[src/rtl/sar_cmd_port.sv]
module sar_cmd_port #(
  parameter int DW       = 16,
  parameter int SHORT_FR = 24,
  parameter int LONG_FR  = 32
) (
  input  logic          clk,
  input  logic          rst_n,
  input  logic          cs_n,
  input  logic          sclk,
  input  logic          din,
  input  logic [DW-1:0] conv_data,
  input  logic          conv_done,
  output logic          dout,
  output logic          dout_oe,
  output logic          sstrb,
  output logic          sstrb_oe,
  output logic [2:0]    gpo,
  output logic          range_uni,
  output logic          clk_int,
  output logic          pdown,
  output logic          cal_go,
  output logic          int_go
);

  localparam int CW    = $clog2(LONG_FR + 1);
  localparam int SW    = $clog2(DW + 1);
  localparam int STB_S = SHORT_FR - DW - 1;
  localparam int STB_L = LONG_FR - DW - 1;
  localparam int MSB_S = SHORT_FR - DW;
  localparam int MSB_L = LONG_FR - DW;

  typedef enum logic [1:0] {S_HUNT, S_RX, S_CONV, S_INTW} st_t;

  st_t           st;
  logic          sclk_q, cs_q;
  logic [5:0]    rx;
  logic [2:0]    rcnt;
  logic [CW-1:0] fcnt;
  logic          long_q, stb, rearm;
  logic [DW-1:0] sh;
  logic [SW-1:0] shn;

  logic          rise_e, fall_e, cs_fall, start_ok;
  logic [CW-1:0] fnext;
  logic [DW-1:0] res_w;
  logic [1:0]    mode_f;

  assign rise_e   = ~cs_n & sclk & ~sclk_q;
  assign fall_e   = ~cs_n & ~sclk & sclk_q;
  assign cs_fall  = ~cs_n & cs_q;
  assign fnext    = fcnt + 1'b1;
  assign mode_f   = rx[3:2];
  assign res_w    = range_uni ? {~conv_data[DW-1], conv_data[DW-2:0]} : conv_data;
  assign start_ok = rise_e & din &
                    ((st == S_HUNT) | (rearm & ((st == S_CONV) | (st == S_INTW))));

  assign dout     = sh[DW-1];
  assign dout_oe  = ~cs_n;
  assign sstrb    = clk_int ? (st != S_INTW) : stb;
  assign sstrb_oe = clk_int | ~cs_n;

  always_ff @(posedge clk or negedge rst_n) begin
    if (!rst_n) begin
      sclk_q    <= 1'b0;
      cs_q      <= 1'b1;
      st        <= S_HUNT;
      rx        <= '0;
      rcnt      <= '0;
      fcnt      <= '0;
      long_q    <= 1'b0;
      stb       <= 1'b0;
      rearm     <= 1'b0;
      sh        <= '0;
      shn       <= '0;
      gpo       <= '0;
      range_uni <= 1'b0;
      clk_int   <= 1'b0;
      pdown     <= 1'b0;
      cal_go    <= 1'b0;
      int_go    <= 1'b0;
    end else begin
      sclk_q <= sclk;
      cs_q   <= cs_n;
      cal_go <= 1'b0;
      int_go <= 1'b0;

      if (cs_fall && (st == S_CONV || st == S_INTW))
        rearm <= 1'b1;

      if (fall_e && shn != '0) begin
        sh  <= {sh[DW-2:0], 1'b0};
        shn <= shn - 1'b1;
      end

      if (start_ok) begin
        st    <= S_RX;
        rcnt  <= '0;
        fcnt  <= '0;
        rearm <= 1'b0;
        stb   <= 1'b0;
        sh    <= '0;
        shn   <= '0;
      end else begin
        unique case (st)
          S_RX: begin
            if (fall_e) begin
              fcnt <= fnext;
              if (fnext == CW'(STB_S) && !rx[4] && mode_f == 2'b00)
                stb <= 1'b1;
            end
            if (rise_e) begin
              rx   <= {rx[4:0], din};
              rcnt <= rcnt + 1'b1;
              if (rcnt == 3'd6) begin
                gpo       <= {rx[1:0], din};
                range_uni <= rx[5];
                clk_int   <= rx[4];
                unique case (mode_f)
                  2'b01: begin
                    cal_go <= 1'b1;
                    pdown  <= 1'b0;
                    st     <= S_HUNT;
                  end
                  2'b10: begin
                    pdown <= 1'b1;
                    st    <= S_HUNT;
                  end
                  default: begin
                    pdown  <= 1'b0;
                    long_q <= mode_f[0];
                    if (rx[4]) begin
                      int_go <= 1'b1;
                      st     <= S_INTW;
                    end else begin
                      st <= S_CONV;
                    end
                  end
                endcase
              end
            end
          end
          S_CONV: begin
            if (fall_e) begin
              fcnt <= fnext;
              stb  <= long_q && fnext == CW'(STB_L);
              if (fnext == (long_q ? CW'(MSB_L) : CW'(MSB_S))) begin
                sh  <= res_w;
                shn <= SW'(DW);
              end
              if (fnext == (long_q ? CW'(LONG_FR) : CW'(SHORT_FR))) begin
                st    <= S_HUNT;
                rearm <= 1'b0;
              end
            end
          end
          S_INTW: begin
            if (conv_done) begin
              sh    <= res_w;
              shn   <= SW'(DW);
              st    <= S_HUNT;
              rearm <= 1'b0;
            end
          end
          default: ;
        endcase
      end
    end
  end


  gpo_edge_chk: assert property (@(posedge clk) disable iff (!rst_n)
    !$stable(gpo) |-> $past(rise_e));


  stb_on_fall_chk: assert property (@(posedge clk) disable iff (!rst_n)
    $rose(stb) |-> $past(fall_e));


  shift_step_chk: assert property (@(posedge clk) disable iff (!rst_n)
    (shn != $past(shn)) |-> (32'(shn) == 32'($past(shn)) - 1 || shn == SW'(DW) || shn == '0));


  ext_conv_chk: assert property (@(posedge clk) disable iff (!rst_n)
    (st == S_CONV) |-> !clk_int);

endmodule

[config.mk]
export PLATFORM = sky130hd
export DESIGN_NAME = sar_cmd_port
export DESIGN_NICKNAME = d
export VERILOG_FILES = /design/src/rtl/sar_cmd_port.sv
export SDC_FILE = /design/constraint.sdc
export NUM_CORES = 1
export LEC_CHECK = 0
export ABC_CLOCK_PERIOD_IN_PS = 4600
export BUFFER_PORTS_ARGS = -buffer_cell sky130_fd_sc_hd__buf_4
export CORE_AREA = 2 2 91 93
export DETAILED_ROUTE_END_ITERATION = 10
export DIE_AREA = 0 0 93 95
export GPL_ROUTABILITY_DRIVEN = 0
export GPL_TIMING_DRIVEN = 0
export PLACE_DENSITY_LB_ADDON = 0.12
export SYNTH_ARGS = -nofsm -noshare
export SYNTH_HDL_FRONTEND = slang
export SYNTH_SLANG_ARGS = --single-unit
[constraint.sdc]
create_clock -name clk -period 4.6 [get_ports clk]
set_clock_uncertainty 0.1 [all_clocks]
set_input_delay 0 -clock clk [delete_from_list [all_inputs] [get_ports clk]]
set_output_delay 0 -clock clk [all_outputs]
set_load 0.01 [all_outputs]
== After elaboration in Yosys (flattened, before gate mapping) ==
Index checks and enable logic that the tools add are counted.

* Add/sub/neg operators: 3
* Equal/unequal tests: 18
* Muxes and demuxes: 54
* Bitwise operators: 17
* Reductions and logical operators: 25

{| class="wikitable"
|+ Operators by type and width
! kind !! number
|-
| $mux 16 || 6
|-
| $pmux 16 s2 || 1
|-
| $mux 5 || 6
|-
| $mux 6 || 4
|-
| $mux 1 || 23
|-
| $ne 3x3->1 const B || 6
|-
| $mux 2 || 7
|-
| $pmux 5 s2 || 1
|-
| $mux 3 || 3
|-
| $and 1x1->1 || 8
|-
| $reduce_and 4->1 || 2
|-
| $reduce_bool 2->1 || 4
|-
| $add 6x1->6 const B || 1
|-
| $eq 2x2->1 const B || 3
|-
| $eq 6x3->1 const B || 1
|-
| $eq 6x4->1 const B || 1
|-
| $eq 6x5->1 || 1
|-
| $eq 6x6->1 || 1
|-
| $not 1->1 || 6
|-
| $pmux 2 s3 || 1
|-
| $reduce_and 6->1 || 1
|-
| $logic_and 1x1->1 || 5
|-
| $reduce_and 5->1 || 1
|-
| $reduce_bool 5->1 || 1
|-
| 16 further kinds || 23
|}

* Register bits after elaboration: 51
* Input port bits: 22
* Output and inout port bits: 12
* Logic and storage cells: 134

== Logic depth before layout (Yosys ltp) ==
* Word-level depth: 9
* Mapped depth: 8
* Mapped depth without buffers: 7

== Least setup slack after synthesis ==
OpenSTA, ideal clock, no wires.

* Kind: register to register
* From: register fcnt[0]
* To: register sh[14]
* Library setup time: 0.134 ns
* Arrival time: 2.004 ns
* Required time: 4.366 ns
* Slack: 2.362 ns
* Cell stages (with the launch flop): 9
* Buffers on the path: 2
* Period minus slack after synthesis: 2.238 ns
* Path through: dfrtp_1 > ha_1 > and3_1 > xnor3_1 > or3b_1 > buf_2 > buf_2 > a211oi_1 > o22ai_1

* Longest elaborated chain between the ends: 6

{| class="wikitable"
|+ Ends and longest elaborated chain
! item !! line !! text
|-
| start: declaration || 38 || <nowiki>logic [CW-1:0] fcnt;</nowiki>
|-
| start signal: assignment || 107 || <nowiki>fcnt <= fnext;</nowiki>
|-
| start signal: assignment || 144 || <nowiki>fcnt <= fnext;</nowiki>
|-
| $add 6x1->6 || 51 || <nowiki>assign fnext = fcnt + 1'b1;</nowiki>
|-
| $eq 6x5->1 || 146 || <nowiki>if (fnext == (long_q ? CW'(MSB_L) : CW'(MSB_S))) begin</nowiki>
|-
| $mux 16 || 146 ||
|-
| $mux 16 || 143 || <nowiki>if (fall_e) begin</nowiki>
|-
| $pmux 16 s2 || 104 || <nowiki>unique case (st)</nowiki>
|-
| $mux 16 || 95 || <nowiki>if (start_ok) begin</nowiki>
|-
| end signal: assignment || 91 || <nowiki>sh <= {sh[DW-2:0], 1'b0};</nowiki>
|-
| end signal: assignment || 147 || <nowiki>sh <= res_w;</nowiki>
|-
| end signal: assignment || 158 || <nowiki>sh <= res_w;</nowiki>
|-
| end: declaration || 40 || <nowiki>logic [DW-1:0] sh;</nowiki>
|}

Every way passes these cells.
A chain may end at the register's enable or synchronous reset.

== Worst setup path in the final report ==
* From: input cs_n
* To: register sh[2]

* Longest elaborated chain between the ends: 9
* Elaborated cells between the ends (all ways): 14
* Classes of those cells: mux (6); bitwise (7); reduce/logical (1)

{| class="wikitable"
|+ Ends and longest elaborated chain
! item !! line !! text
|-
| start: declaration || 8 || <nowiki>input logic cs_n,</nowiki>
|-
| $not 1->1 (*) || 48, 49 ||
|-
| $and 1x1->1 (2 in series) || 49 || <nowiki>assign fall_e = ~cs_n & ~sclk & sclk_q;</nowiki>
|-
| $logic_and 1x1->1 || 90 || <nowiki>if (fall_e && shn != '0) begin</nowiki>
|-
| $mux 16 || 90 ||
|-
| $mux 16 || 146 ||
|-
| $mux 16 || 143 ||
|-
| $pmux 16 s2 || 104 ||
|-
| $mux 16 (*) || 95 ||
|}

Mark *: on every way between the ends. The rest lies on a longest branch, timed or not.

==> results_dict.tcl <==
set metrics [dict create \
    reg2regPathDepth 6 \
    maxCapViolCount 0 \
    static-leakage-power_nw 1.68 \
    critPathMaxFanout 10 \
    r2r-end "sh[2]" \
    p_sw_share_pct 39.4 \
    worst_setup_path_start_kind "primary input" \
    nNetsFinal 410 \
    cts_resized 0 \
    hold_path.class "in2reg" \
    synthTopCellsByArea "dfrtp_1 (40%), mux2_2 (7.6%), ha_1 (4.4%), nand2_1 (3.3%), nand2b_1 (2.6%)" \
    rrSetupSlack_ns 1.87 \
    path_buf_inv 3 \
    dieWidth_um 93 \
    crit_required_ns 4.69 \
    synth_edf_count 0 \
    rows 33 \
    yosysUniqueCellTypes 45 \
    comb_power_share_pct 42.6 \
    cp_slowest_cell "nor3b_1" \
    portBuffers 32 \
    multi_input_area_sq_um 1700 \
    wirelength_mm 8.15 \
    gr-usage-met2_pct 33.7 \
    synthArstFlopShare_pct 100 \
    yosysSeqAreaShare_pct 41.0 \
    synth_largest_area_cell "dfrtp_1" \
    grt_usage_pct 19.4 \
    crit_arrival_ns 2.83 \
    ir_drop_v 0.000209 \
    critical_path.max_stage_delay_ns 0.76 \
    synth_common_cells "dfrtp_1 (50), nand2_1 (27), mux2_2 (21)" \
    ys_ff_latch 51 \
    gr-usage-met3_pct 2.79 \
    synthFlopType "dfrtp_1" \
    path_class "in2reg" \
    start_util_pct 39.3 \
    yosys.area.top_type_share_pct 40.2 \
    status "finished clean" \
    p_clk_share_pct 15.8 \
    tightest_slew_ns 0.925 \
    h-tree-depth 2 \
    n_antenna_cell 0 \
    synthesis.area_sq_um 3110 \
    clk_latency_ns 0.31 \
    rsz0062_at_grt "no" \
    drive_gt1_share_pct 19.6 \
    crit_path_end_kind "register" \
    hp-start "conv_data[15]" \
    cts_sinks 51 \
    fin_worst_hold_slack_ns 0.0694 \
    regArea_sq_um 1280 \
    drc_errors 0 \
    hpwlAfterDp_mm 5.68 \
    die_y_um 95 \
    worstPathCellList "dlygate4sd3_1, buf_4, nor3b_1, and3_1, nand3_1, clkbuf_1, a211oi_1, o22ai_1" \
    hold_depth 4 \
    grt_pass1_vias 2668 \
    cts_setup_buffers 0 \
    grt_util_met1_pct 26.1 \
    grt_pass1_wl_mm 13.5 \
    r2r-start "sclk_q" \
    antenna_found_initial 0 \
    slew-limit-headroom_pct 38.2 \
    p_int_w 0.00106 \
    crit_cells 8 \
    die-area_sq_um 8840 \
    io_pins 34 \
    whs_endpoint "sh[15]" \
    critical-path-top-delay-family "simple AND/OR/NAND/NOR gates" \
    period_share_pct 59.5 \
    cts_tree "yes" \
    syn_avg_cell_area_sq_um 9.76 \
    fin_crit_ns 2.74 \
    n_fill_cell 795 \
    clk_pin_slew_ns 0.10 \
    area_growth_pct 21.0 \
    top_usage_layer "met2" \
    postCtsHoldBufs 19 \
    fmax_mhz 365 \
    clockBufferDepth 2 \
    synth.most_common_cell "dfrtp_1" \
    maxSlewViolCount 0 \
    via_per_inst 5.51 \
    setup_viol 0 \
    cts_buffers 5 \
    p_sw_w 0.000687 \
    yosys_warnings 0 \
    drtAntennaViolNets 0 \
    vias 2663 \
    syn_nets 352 \
    drt_iter0_markers 151 \
    p_seq_share_pct 41.6 \
    timing.setup.tns_ns 0 \
    hold_viol_final 0 \
    drtPass1Iterations 4 \
    grt_max_degree 52 \
    core-area_sq_um 7930 \
    syn-instance-count 319 \
    grt-ovfl-total 0 \
    wl_per_cell_um 16.9 \
    powerDensity_nw_per_um2 463 \
    cts-root-buf "clkbuf_8" \
]
## worst min-delay path, cell delays in order
cell and delay (ns):
buf_4 0.08, xnor2_1 0.17, or2_2 0.13, o22ai_1 0.06
## power groups by stage
stage | clock (W) | sequential (W) | combinational [W]
after global routing | 0.000306 | 0.000748 | 0.000838
after CTS | 0.000287 | 0.000724 | 0.000752
final | 0.000276 | 0.000725 | 0.000743
after floorplan | 0 | 0.000702 | 0.000531
after detailed placement | 0 | 0.000734 | 0.000735
after global placement | 0 | 0.000730 | 0.000727
## kinds of logic after synthesis
logic type | synth area share [%]
simple gates | 17.2
compound gates | 20.5
flops | 41.0
buf+inv | 4.26
mux | 7.91
xor+xnor | 4.66
fa+ha+maj | 4.42
## layout make-up
cell class | count | share of cell area, %
clock inverter | 3 | 0.631
sequential | 51 | 33.9
multi-input combinational | 235 | 45.2
tap | 105 | 3.49
clock buffer | 5 | 1.83
timing repair buffer | 51 | 11.4
buffer | 20 | 2.22
inverter | 13 | 1.29
## worst max path at each step
stage / end / slack [ns] / startpoint
2_1_floorplan: sh[14] / 2.36 / fcnt[0]
3_3_place_gp: sh[2] / 1.94 / sclk_q
3_5_place_dp: sh[2] / 1.97 / sclk_q
4_1_cts: sh[2] / 1.94 / sclk_q
5_1_grt: sh[7] / 1.68 / sclk_q
6_report: sh[2] / 1.86 / cs_n
## registers in the layout (all words and copies together), names as in the netlist, 2 cells and up
name / count
fcnt: 6
gpo: 3
st: 2
shn: 5
sh: 16
rx: 6
rcnt: 3
## placed cells by master, fill, tap and decap left out, drive strengths merged, types with 4 or more instances in the layout
cell type	count
o21ai	14
dfrtp	50
a211oi	10
dlygate4sd3	19
xnor2	9
nand2	27
ha	11
o31ai	7
clkbuf	20
a21boi	6
nand3	4
a32o	7
inv	14
buf	37
nor2	11
nand2b	13
nor3	9
o311ai	9
o21a	8
mux2	21
nor3b	4
o22ai	11
xor2	5
a21oi	6
and3	11
## stage by stage
| step | setup slack, ns | power, W | instance area, sq um | utilization, % | cells |
|---|---|---|---|---|---|
| 3_5_place_dp | 1.97 | 0.00147 | 3490 | 44.0 | 456 |
| 6_report | 1.86 | 0.00174 | 3770 | 47.5 | 483 |
| 2_1_floorplan | 2.36 | 0.00123 | 3110 | - | 319 |
| 5_1_grt | 1.68 | 0.00189 | 3770 | 47.5 | 483 |
| 3_3_place_gp | 1.94 | 0.00146 | 3490 | 44.0 | 456 |
| 4_1_cts | 1.94 | 0.00176 | 3770 | 47.5 | 483 |
## routing by layer
layer	wire, um	share of wire, %
met5	0	0
met2	3990	49
met3	330	4.0
met1	3770	46
met4	56	0.69
(Power assumes the default switching activity.)
